<file path="src/rtl/banyan_pkg.sv">
// Package: shared index arithmetic for the banyan fabric.
// Assumes the port count is a power of two.
package banyan_pkg;

    // Line index on the upper side of element `elem`, whose two lines
    // differ only in bit `bitpos`: a zero is inserted at that position.
    function automatic int upper_line(input int elem, input int bitpos);
        return ((elem >> bitpos) << (bitpos + 1)) | (elem & ((1 << bitpos) - 1));
    endfunction

    // Destination bit that a given stage decodes (stage 0 uses the MSB).
    function automatic int stage_sel_bit(input int stage, input int port_bits);
        return port_bits - 1 - stage;
    endfunction

endpackage

</file>
<file path="src/rtl/banyan_elem.sv">
// Module: one 2x2 switching element, purely combinational.
// It steers each valid packet by tag bit SEL: 0 goes to dn0 (upper),
// 1 goes to dn1 (lower). If both valid packets want the same side, the
// upper input wins and the lower input's packet is reported as dropped.
// Assumes SEL < TAG_W.
module banyan_elem #(
    parameter int TAG_W  = 3,
    parameter int DATA_W = 8,
    parameter int SEL    = 2
) (
    input  logic              up_vld,
    input  logic [TAG_W-1:0]  up_tag,
    input  logic [TAG_W-1:0]  up_src,
    input  logic [DATA_W-1:0] up_data,
    input  logic              lo_vld,
    input  logic [TAG_W-1:0]  lo_tag,
    input  logic [TAG_W-1:0]  lo_src,
    input  logic [DATA_W-1:0] lo_data,
    output logic              dn0_vld,
    output logic [TAG_W-1:0]  dn0_tag,
    output logic [TAG_W-1:0]  dn0_src,
    output logic [DATA_W-1:0] dn0_data,
    output logic              dn1_vld,
    output logic [TAG_W-1:0]  dn1_tag,
    output logic [TAG_W-1:0]  dn1_src,
    output logic [DATA_W-1:0] dn1_data,
    output logic              drop_vld,
    output logic [TAG_W-1:0]  drop_src
);

    logic up_dir, lo_dir;
    logic take0_up, take0_lo, take1_up, take1_lo;

    // Decode the steering bit of each input.
    always_comb begin
        up_dir = up_tag[SEL];
        lo_dir = lo_tag[SEL];
    end

    // Grant each output side: the upper input has priority.
    always_comb begin
        take0_up = up_vld & ~up_dir;
        take1_up = up_vld &  up_dir;
        take0_lo = lo_vld & ~lo_dir & ~take0_up;
        take1_lo = lo_vld &  lo_dir & ~take1_up;
    end

    // Upper output mux.
    always_comb begin
        dn0_vld  = take0_up | take0_lo;
        dn0_tag  = take0_up ? up_tag  : lo_tag;
        dn0_src  = take0_up ? up_src  : lo_src;
        dn0_data = take0_up ? up_data : lo_data;
    end

    // Lower output mux.
    always_comb begin
        dn1_vld  = take1_up | take1_lo;
        dn1_tag  = take1_up ? up_tag  : lo_tag;
        dn1_src  = take1_up ? up_src  : lo_src;
        dn1_data = take1_up ? up_data : lo_data;
    end

    // Loss report: a valid lower packet that received no grant.
    always_comb begin
        drop_vld = lo_vld & ~(take0_lo | take1_lo);
        drop_src = lo_src;
    end

endmodule

</file>
<file path="src/rtl/banyan_stage.sv">
// Module: one registered fabric stage of N/2 elements.
// Element e joins the two lines that differ only in the stage's decode
// bit. The results and a one-hot-by-source drop vector are registered.
// Assumes a synchronous active-low reset and N = 2**PORT_BITS.
module banyan_stage
    import banyan_pkg::*;
#(
    parameter int PORT_BITS = 3,
    parameter int DATA_W    = 8,
    parameter int STAGE     = 0
) (
    input  logic                          clk,
    input  logic                          rst_n,
    input  logic [(1<<PORT_BITS)-1:0]           in_vld,
    input  logic [(1<<PORT_BITS)*PORT_BITS-1:0] in_tag,
    input  logic [(1<<PORT_BITS)*PORT_BITS-1:0] in_src,
    input  logic [(1<<PORT_BITS)*DATA_W-1:0]    in_data,
    output logic [(1<<PORT_BITS)-1:0]           out_vld,
    output logic [(1<<PORT_BITS)*PORT_BITS-1:0] out_tag,
    output logic [(1<<PORT_BITS)*PORT_BITS-1:0] out_src,
    output logic [(1<<PORT_BITS)*DATA_W-1:0]    out_data,
    output logic [(1<<PORT_BITS)-1:0]           drop_o
);

    localparam int N     = 1 << PORT_BITS;
    localparam int ELEMS = N / 2;
    localparam int SEL   = stage_sel_bit(STAGE, PORT_BITS);

    logic                 nx_vld  [N];
    logic [PORT_BITS-1:0] nx_tag  [N];
    logic [PORT_BITS-1:0] nx_src  [N];
    logic [DATA_W-1:0]    nx_data [N];
    logic                 e_drop  [ELEMS];
    logic [PORT_BITS-1:0] e_dsrc  [ELEMS];
    logic [N-1:0]         drop_nx;

    genvar e;
    generate
        for (e = 0; e < ELEMS; e++) begin : g_elem
            localparam int UP = upper_line(e, SEL);
            localparam int LO = UP + (1 << SEL);
            banyan_elem #(
                .TAG_W (PORT_BITS),
                .DATA_W(DATA_W),
                .SEL   (SEL)
            ) u_elem (
                .up_vld  (in_vld[UP]),
                .up_tag  (in_tag[UP*PORT_BITS +: PORT_BITS]),
                .up_src  (in_src[UP*PORT_BITS +: PORT_BITS]),
                .up_data (in_data[UP*DATA_W +: DATA_W]),
                .lo_vld  (in_vld[LO]),
                .lo_tag  (in_tag[LO*PORT_BITS +: PORT_BITS]),
                .lo_src  (in_src[LO*PORT_BITS +: PORT_BITS]),
                .lo_data (in_data[LO*DATA_W +: DATA_W]),
                .dn0_vld (nx_vld[UP]),
                .dn0_tag (nx_tag[UP]),
                .dn0_src (nx_src[UP]),
                .dn0_data(nx_data[UP]),
                .dn1_vld (nx_vld[LO]),
                .dn1_tag (nx_tag[LO]),
                .dn1_src (nx_src[LO]),
                .dn1_data(nx_data[LO]),
                .drop_vld(e_drop[e]),
                .drop_src(e_dsrc[e])
            );
        end
    endgenerate

    // Gather element losses into a vector indexed by entry port.
    always_comb begin
        drop_nx = '0;
        for (int k = 0; k < ELEMS; k++) begin
            if (e_drop[k]) drop_nx[e_dsrc[k]] = 1'b1;
        end
    end

    // Stage pipeline register for packets and drop reports.
    always_ff @(posedge clk) begin
        if (!rst_n) begin
            out_vld  <= '0;
            out_tag  <= '0;
            out_src  <= '0;
            out_data <= '0;
            drop_o   <= '0;
        end else begin
            for (int k = 0; k < N; k++) begin
                out_vld[k]                         <= nx_vld[k];
                out_tag[k*PORT_BITS +: PORT_BITS]  <= nx_tag[k];
                out_src[k*PORT_BITS +: PORT_BITS]  <= nx_src[k];
                out_data[k*DATA_W +: DATA_W]       <= nx_data[k];
            end
            drop_o <= drop_nx;
        end
    end

endmodule

</file>
<file path="src/rtl/banyan_fabric.sv">
// Module: top of the self-routing banyan fabric.
// It chains PORT_BITS registered stages and labels each packet with its
// entry port at the input. The output port index equals the packet's
// destination number, and latency is PORT_BITS cycles.
// Assumes a synchronous active-low reset.
module banyan_fabric #(
    parameter int PORT_BITS = 3,
    parameter int DATA_W    = 8
) (
    input  logic                                   clk,
    input  logic                                   rst_n,
    input  logic [(1<<PORT_BITS)-1:0]              in_valid,
    input  logic [(1<<PORT_BITS)*PORT_BITS-1:0]    in_tag,
    input  logic [(1<<PORT_BITS)*DATA_W-1:0]       in_data,
    output logic [(1<<PORT_BITS)-1:0]              out_valid,
    output logic [(1<<PORT_BITS)*PORT_BITS-1:0]    out_tag,
    output logic [(1<<PORT_BITS)*PORT_BITS-1:0]    out_src,
    output logic [(1<<PORT_BITS)*DATA_W-1:0]       out_data,
    output logic [PORT_BITS*(1<<PORT_BITS)-1:0]    drop_pulse
);

    localparam int N      = 1 << PORT_BITS;
    localparam int STAGES = PORT_BITS;

    logic [STAGES:0][N-1:0]           vld_bus;
    logic [STAGES:0][N*PORT_BITS-1:0] tag_bus;
    logic [STAGES:0][N*PORT_BITS-1:0] src_bus;
    logic [STAGES:0][N*DATA_W-1:0]    data_bus;

    // Fabric entry: the packet fields plus a constant entry-port label.
    assign vld_bus[0]  = in_valid;
    assign tag_bus[0]  = in_tag;
    assign data_bus[0] = in_data;

    genvar p, s;
    generate
        for (p = 0; p < N; p++) begin : g_label
            assign src_bus[0][p*PORT_BITS +: PORT_BITS] = PORT_BITS'(p);
        end

        for (s = 0; s < STAGES; s++) begin : g_stage
            banyan_stage #(
                .PORT_BITS(PORT_BITS),
                .DATA_W   (DATA_W),
                .STAGE    (s)
            ) u_stage (
                .clk     (clk),
                .rst_n   (rst_n),
                .in_vld  (vld_bus[s]),
                .in_tag  (tag_bus[s]),
                .in_src  (src_bus[s]),
                .in_data (data_bus[s]),
                .out_vld (vld_bus[s+1]),
                .out_tag (tag_bus[s+1]),
                .out_src (src_bus[s+1]),
                .out_data(data_bus[s+1]),
                .drop_o  (drop_pulse[s*N +: N])
            );
        end
    endgenerate

    // Fabric exit: the last stage drives the output ports directly.
    assign out_valid = vld_bus[STAGES];
    assign out_tag   = tag_bus[STAGES];
    assign out_src   = src_bus[STAGES];
    assign out_data  = data_bus[STAGES];

endmodule

</file>
<file path="config.mk">
export PLATFORM = sky130hd
export DESIGN_NAME = banyan_fabric
export DESIGN_NICKNAME = d
export VERILOG_FILES = /design/src/rtl/banyan_pkg.sv /design/src/rtl/banyan_elem.sv /design/src/rtl/banyan_stage.sv /design/src/rtl/banyan_fabric.sv
export SDC_FILE = /design/constraint.sdc
export NUM_CORES = 1
export LEC_CHECK = 0
export BUFFER_PORTS_ARGS = -buffer_cell sky130_fd_sc_hd__buf_2
export CORE_MARGIN = 5
export CORE_UTILIZATION = 40
export CTS_CLUSTER_DIAMETER = 60
export CTS_CLUSTER_SIZE = 8
export DETAILED_ROUTE_END_ITERATION = 6
export MAX_ROUTING_LAYER = met4
export PLACE_DENSITY = 0.61
export SKIP_LAST_GASP = 1
export SLEW_MARGIN = 40
export SYNTH_ARGS = -nofsm -noshare
export SYNTH_HDL_FRONTEND = slang
export SYNTH_HIERARCHICAL = 1
export SYNTH_SLANG_ARGS = --single-unit
</file>
<file path="constraint.sdc">
create_clock -name clk -period 2.2 [get_ports clk]
set_input_delay 0.33 -clock clk [delete_from_list [all_inputs] [get_ports clk]]
set_output_delay 0.33 -clock clk [all_outputs]
set_load 0.01 [all_outputs]
</file>
==> reports/results.md <==
* **# IOs** 242
* **area grow syn2layout** 16.77%
* **first-pass GRT wire length** 64350 microns
* **clock latency on the worst-skew pair** 590 ps
* **Total Negative Setup Slacks** 0 ps
* **highest-count cells in the layout ignoring fill and taps** sky130_fd_sc_hd__dfxtp_1 (384), sky130_fd_sc_hd__and2_1 (362), sky130_fd_sc_hd__buf_2 (240), sky130_fd_sc_hd__mux2_2 (216), sky130_fd_sc_hd__mux2_4 (96)
* **Pins Over Slew Limit** 0
* **share of layout cells above drive strength 1** 0.4033
* **final routed DRC violation total** 0
* **list of cells traversed by the critical path** nor2b_2 -> buf_4 -> mux2_2 -> and2_1
* **endpoint kind of the worst setup timing path** register
* **Die W** 213.2 microns
* **Combinational Power Share** 0.094
* **Final Critical Period** 1605 ps
* **fraction of the core area covered by cells at the end of the flow** 0.4721
* **area of the die** 45430 sq um
* **clock-pin slew of the registers on the worst-case setup and hold paths** 50 ps
* **slew at the pin with the worst max-slew slack** 501.1 ps
* **most frequent standard cell in the layout excluding fill and tap cells** sky130_fd_sc_hd__dfxtp_1
* **sum of routed wire length over all layers** 42240 microns
* **share of async-settable or async-resettable flops after synthesis** 0
* **peak ir drop on the vdd network** 0.0005429 V
* **largest net degree at the start of global routing** 102
* **critical-path maximum fanout** 9
* **leakage component of the power** 8.767 nW
* **count of hold-fix buffers inserted at cts** 0
* **Crit Path Category** register to register
* **syn avg cell area** 11.42 sq um
* **post-synthesis sequential element count** 384
* **router iterations before antenna repair** 5
* **unrepaired setup endpoints after global routing** false
* **period utilization** 0.7297
* **routed len/inst** 18.78 microns
* **total of fill cells in the finished design** 3791
* **total power** 16.27 mW
* **Synth Cell Area** 16510 sq um
* **Final Hold Slack** 81.55 ps
* **cell at the root of the clock tree** sky130_fd_sc_hd__clkbuf_16
* **hpwl dp** 32070 microns
* **CTS H-Tree Depth** 2
* **total clock buffers created by CTS** 54
* **worst-path cell with the longest stage delay** sky130_fd_sc_hd__nor2b_2
* **worst endpoint data arrival time** 2080 ps
* **cell area power density** 844.2 nW/um^2
* **remaining global-route overflow** 0
* **WP data required** 2670 ps
* **maximum capacitance violations** 0
* **part of the Yosys area used for sequential elements** 0.4657
* **effective utilization at floorplan** 0.4043
* **Synth warnings** 6
* **detailed-route via count** 10630
* **height of the die** 213.2 microns
* **post-synthesis instance total** 1445
* **routability congestion estimate from global placement** 0.8866
* **number of vias per cell** 4.728
* **final setup violation count** 0
* **Max stage delay on crit path** 370 ps
* **setup repair bufs after CTS** 0
* **initial antenna violation count** 6
* **1st-iter DRT viols** 613
* **Synth cell types** 42
* **P_int** 12.52 mW
* **share of power burned in registers** 0.465
* **global router's overall resource usage** 0.1894
* **CTS Sinks** 384
* **total of buffers placed on input and output ports** 241
* **maximum buffer depth of the clock tree** 3
* **Synth Flop Type** sky130_fd_sc_hd__dfxtp_1
* **count of flip-flops with a built-in enable after synthesis** 0
* **net switching power figure** 3.749 mW
* **area of the placeable core** 40830 sq um
* **worst clock skew on the final layout** 20.55 ps
* **slew margin rel.** 0.6648
* **number of resized instances in the post-cts repair step** 0
* **number of nets in the final layout** 1803
* **CTS tree** done
* **proportion of power drawn by the clock network** 0.441
* **Rows** 74
* **outcome** completed
* **worst hold path class** input port to register
* **via count of the first global-routing pass** 11300
* **net switching share of the total power** 0.2304
* **post-route antenna net violation count** 0
* **Max Clock Freq** 623.0 MHz
* **CP startpoint kind** register
* **count of endpoints failing hold in the final timing report** 0
[synthesized netlist by cell type (12+ instances only)]
master,instances,area [sq um]
sky130_fd_sc_hd__mux2_2,216,2432
sky130_fd_sc_hd__nor2b_1,20,125.1
sky130_fd_sc_hd__o32ai_1,19,166.4
sky130_fd_sc_hd__buf_4,40,300.3
sky130_fd_sc_hd__and2_1,362,2265
sky130_fd_sc_hd__nor2_1,15,56.30
sky130_fd_sc_hd__buf_6,24,270.3
sky130_fd_sc_hd__a21o_2,12,105.1
sky130_fd_sc_hd__and3_2,12,90.09
sky130_fd_sc_hd__buf_12,12,240.2
sky130_fd_sc_hd__xnor2_1,12,105.1
sky130_fd_sc_hd__inv_1,22,82.58
sky130_fd_sc_hd__mux2_4,96,1441
sky130_fd_sc_hd__clkbuf_1,27,101.4
sky130_fd_sc_hd__nand2_1,57,214.0
sky130_fd_sc_hd__o21a_1,12,90.09
sky130_fd_sc_hd__nand2_2,12,75.07
sky130_fd_sc_hd__dfxtp_1,384,7687
[routing by layer]
layer	share of wire	wire length [microns]	vias to the layer above	track usage
met1	0.43	18150	5068	0.2314
met2	0.49	20570	279	0.3161
li1	-	-	5220	-
met5	0	0	-	-
met3	0.061	2567	66	0.04408
met4	0.023	958	0	0.05263
[path summary, 6_finish.rpt]
kind | from | to | slack (ps) | cells past startpoint
hold reg to reg | g_stage[0].u_stage/out_tag[8]$_SDFF_PN0_ | g_stage[1].u_stage/out_tag[2]$_SDFF_PN0_ | 580 | 2
setup / recovery | g_stage[0].u_stage/out_vld[5]$_SDFF_PN0_ | g_stage[1].u_stage/out_tag[17]$_SDFF_PN0_ | 590 | 4
setup reg to reg | g_stage[0].u_stage/out_vld[5]$_SDFF_PN0_ | g_stage[1].u_stage/out_tag[17]$_SDFF_PN0_ | 590 | 4
hold / removal | in_data[22] | g_stage[0].u_stage/out_data[22]$_SDFF_PN0_ | 80 | 3
[critical path: cells and delay by family (launching register included)]
family	cells	cell delay, ps
flops	1	350
mux	1	350
buf+inv	1	290
simple gates	2	520
[stage by stage]
step / instances / instance area [sq um] / setup slack (ps)
6_report: 2249 / 19280 / 594.7
5_1_grt: 2248 / 19270 / 492.1
4_1_cts: 2243 / 19260 / 589.7
3_5_place_dp: 2181 / 17850 / 594.1
3_3_place_gp: 2181 / 17850 / 614.8
2_1_floorplan: 1503 / 16730 / 913.4
[cells by family after synthesis]
family | Yosys count | synth area share
simple gates | 515 | 0.1887
buf+inv | 137 | 0.06382
compound gates | 83 | 0.04032
flops | 384 | 0.4657
other cells | 2 | 0.0004549
xor+xnor | 12 | 0.006366
mux | 312 | 0.2347
[power by group through the flow]
stage | clock, mW | sequential [mW] | combinational [mW]
2_1_floorplan | 0 | 7.63 | 1.18
3_3_place_gp | 0 | 7.71 | 1.52
3_5_place_dp | 0 | 7.71 | 1.53
4_1_cts | 7.43 | 7.58 | 1.54
5_1_grt | 7.72 | 7.61 | 1.67
6_report | 7.18 | 7.57 | 1.53
[cell type report]
type,count,area (sq um),share of cell area
Antenna cell,6,15.01,0.0007789
Clock buffer,58,1376,0.07140
Clock inverter,4,38.79,0.002012
Inverter,23,86.33,0.004478
Multi-Input combinational cell,982,8015,0.4158
Sequential cell,384,7687,0.3988
Tap cell,532,665.6,0.03453
Timing Repair Buffer,260,1393,0.07224
[sequential cells by signal, indices dropped and copies added (netlist names)]
signal and flops:
g_stage.u_stage/drop_o 24, g_stage.u_stage/out_vld 24, g_stage.u_stage/out_tag 72, g_stage.u_stage/out_data 192, g_stage.u_stage/out_src 72
Power figures use the tool's default switching activity.
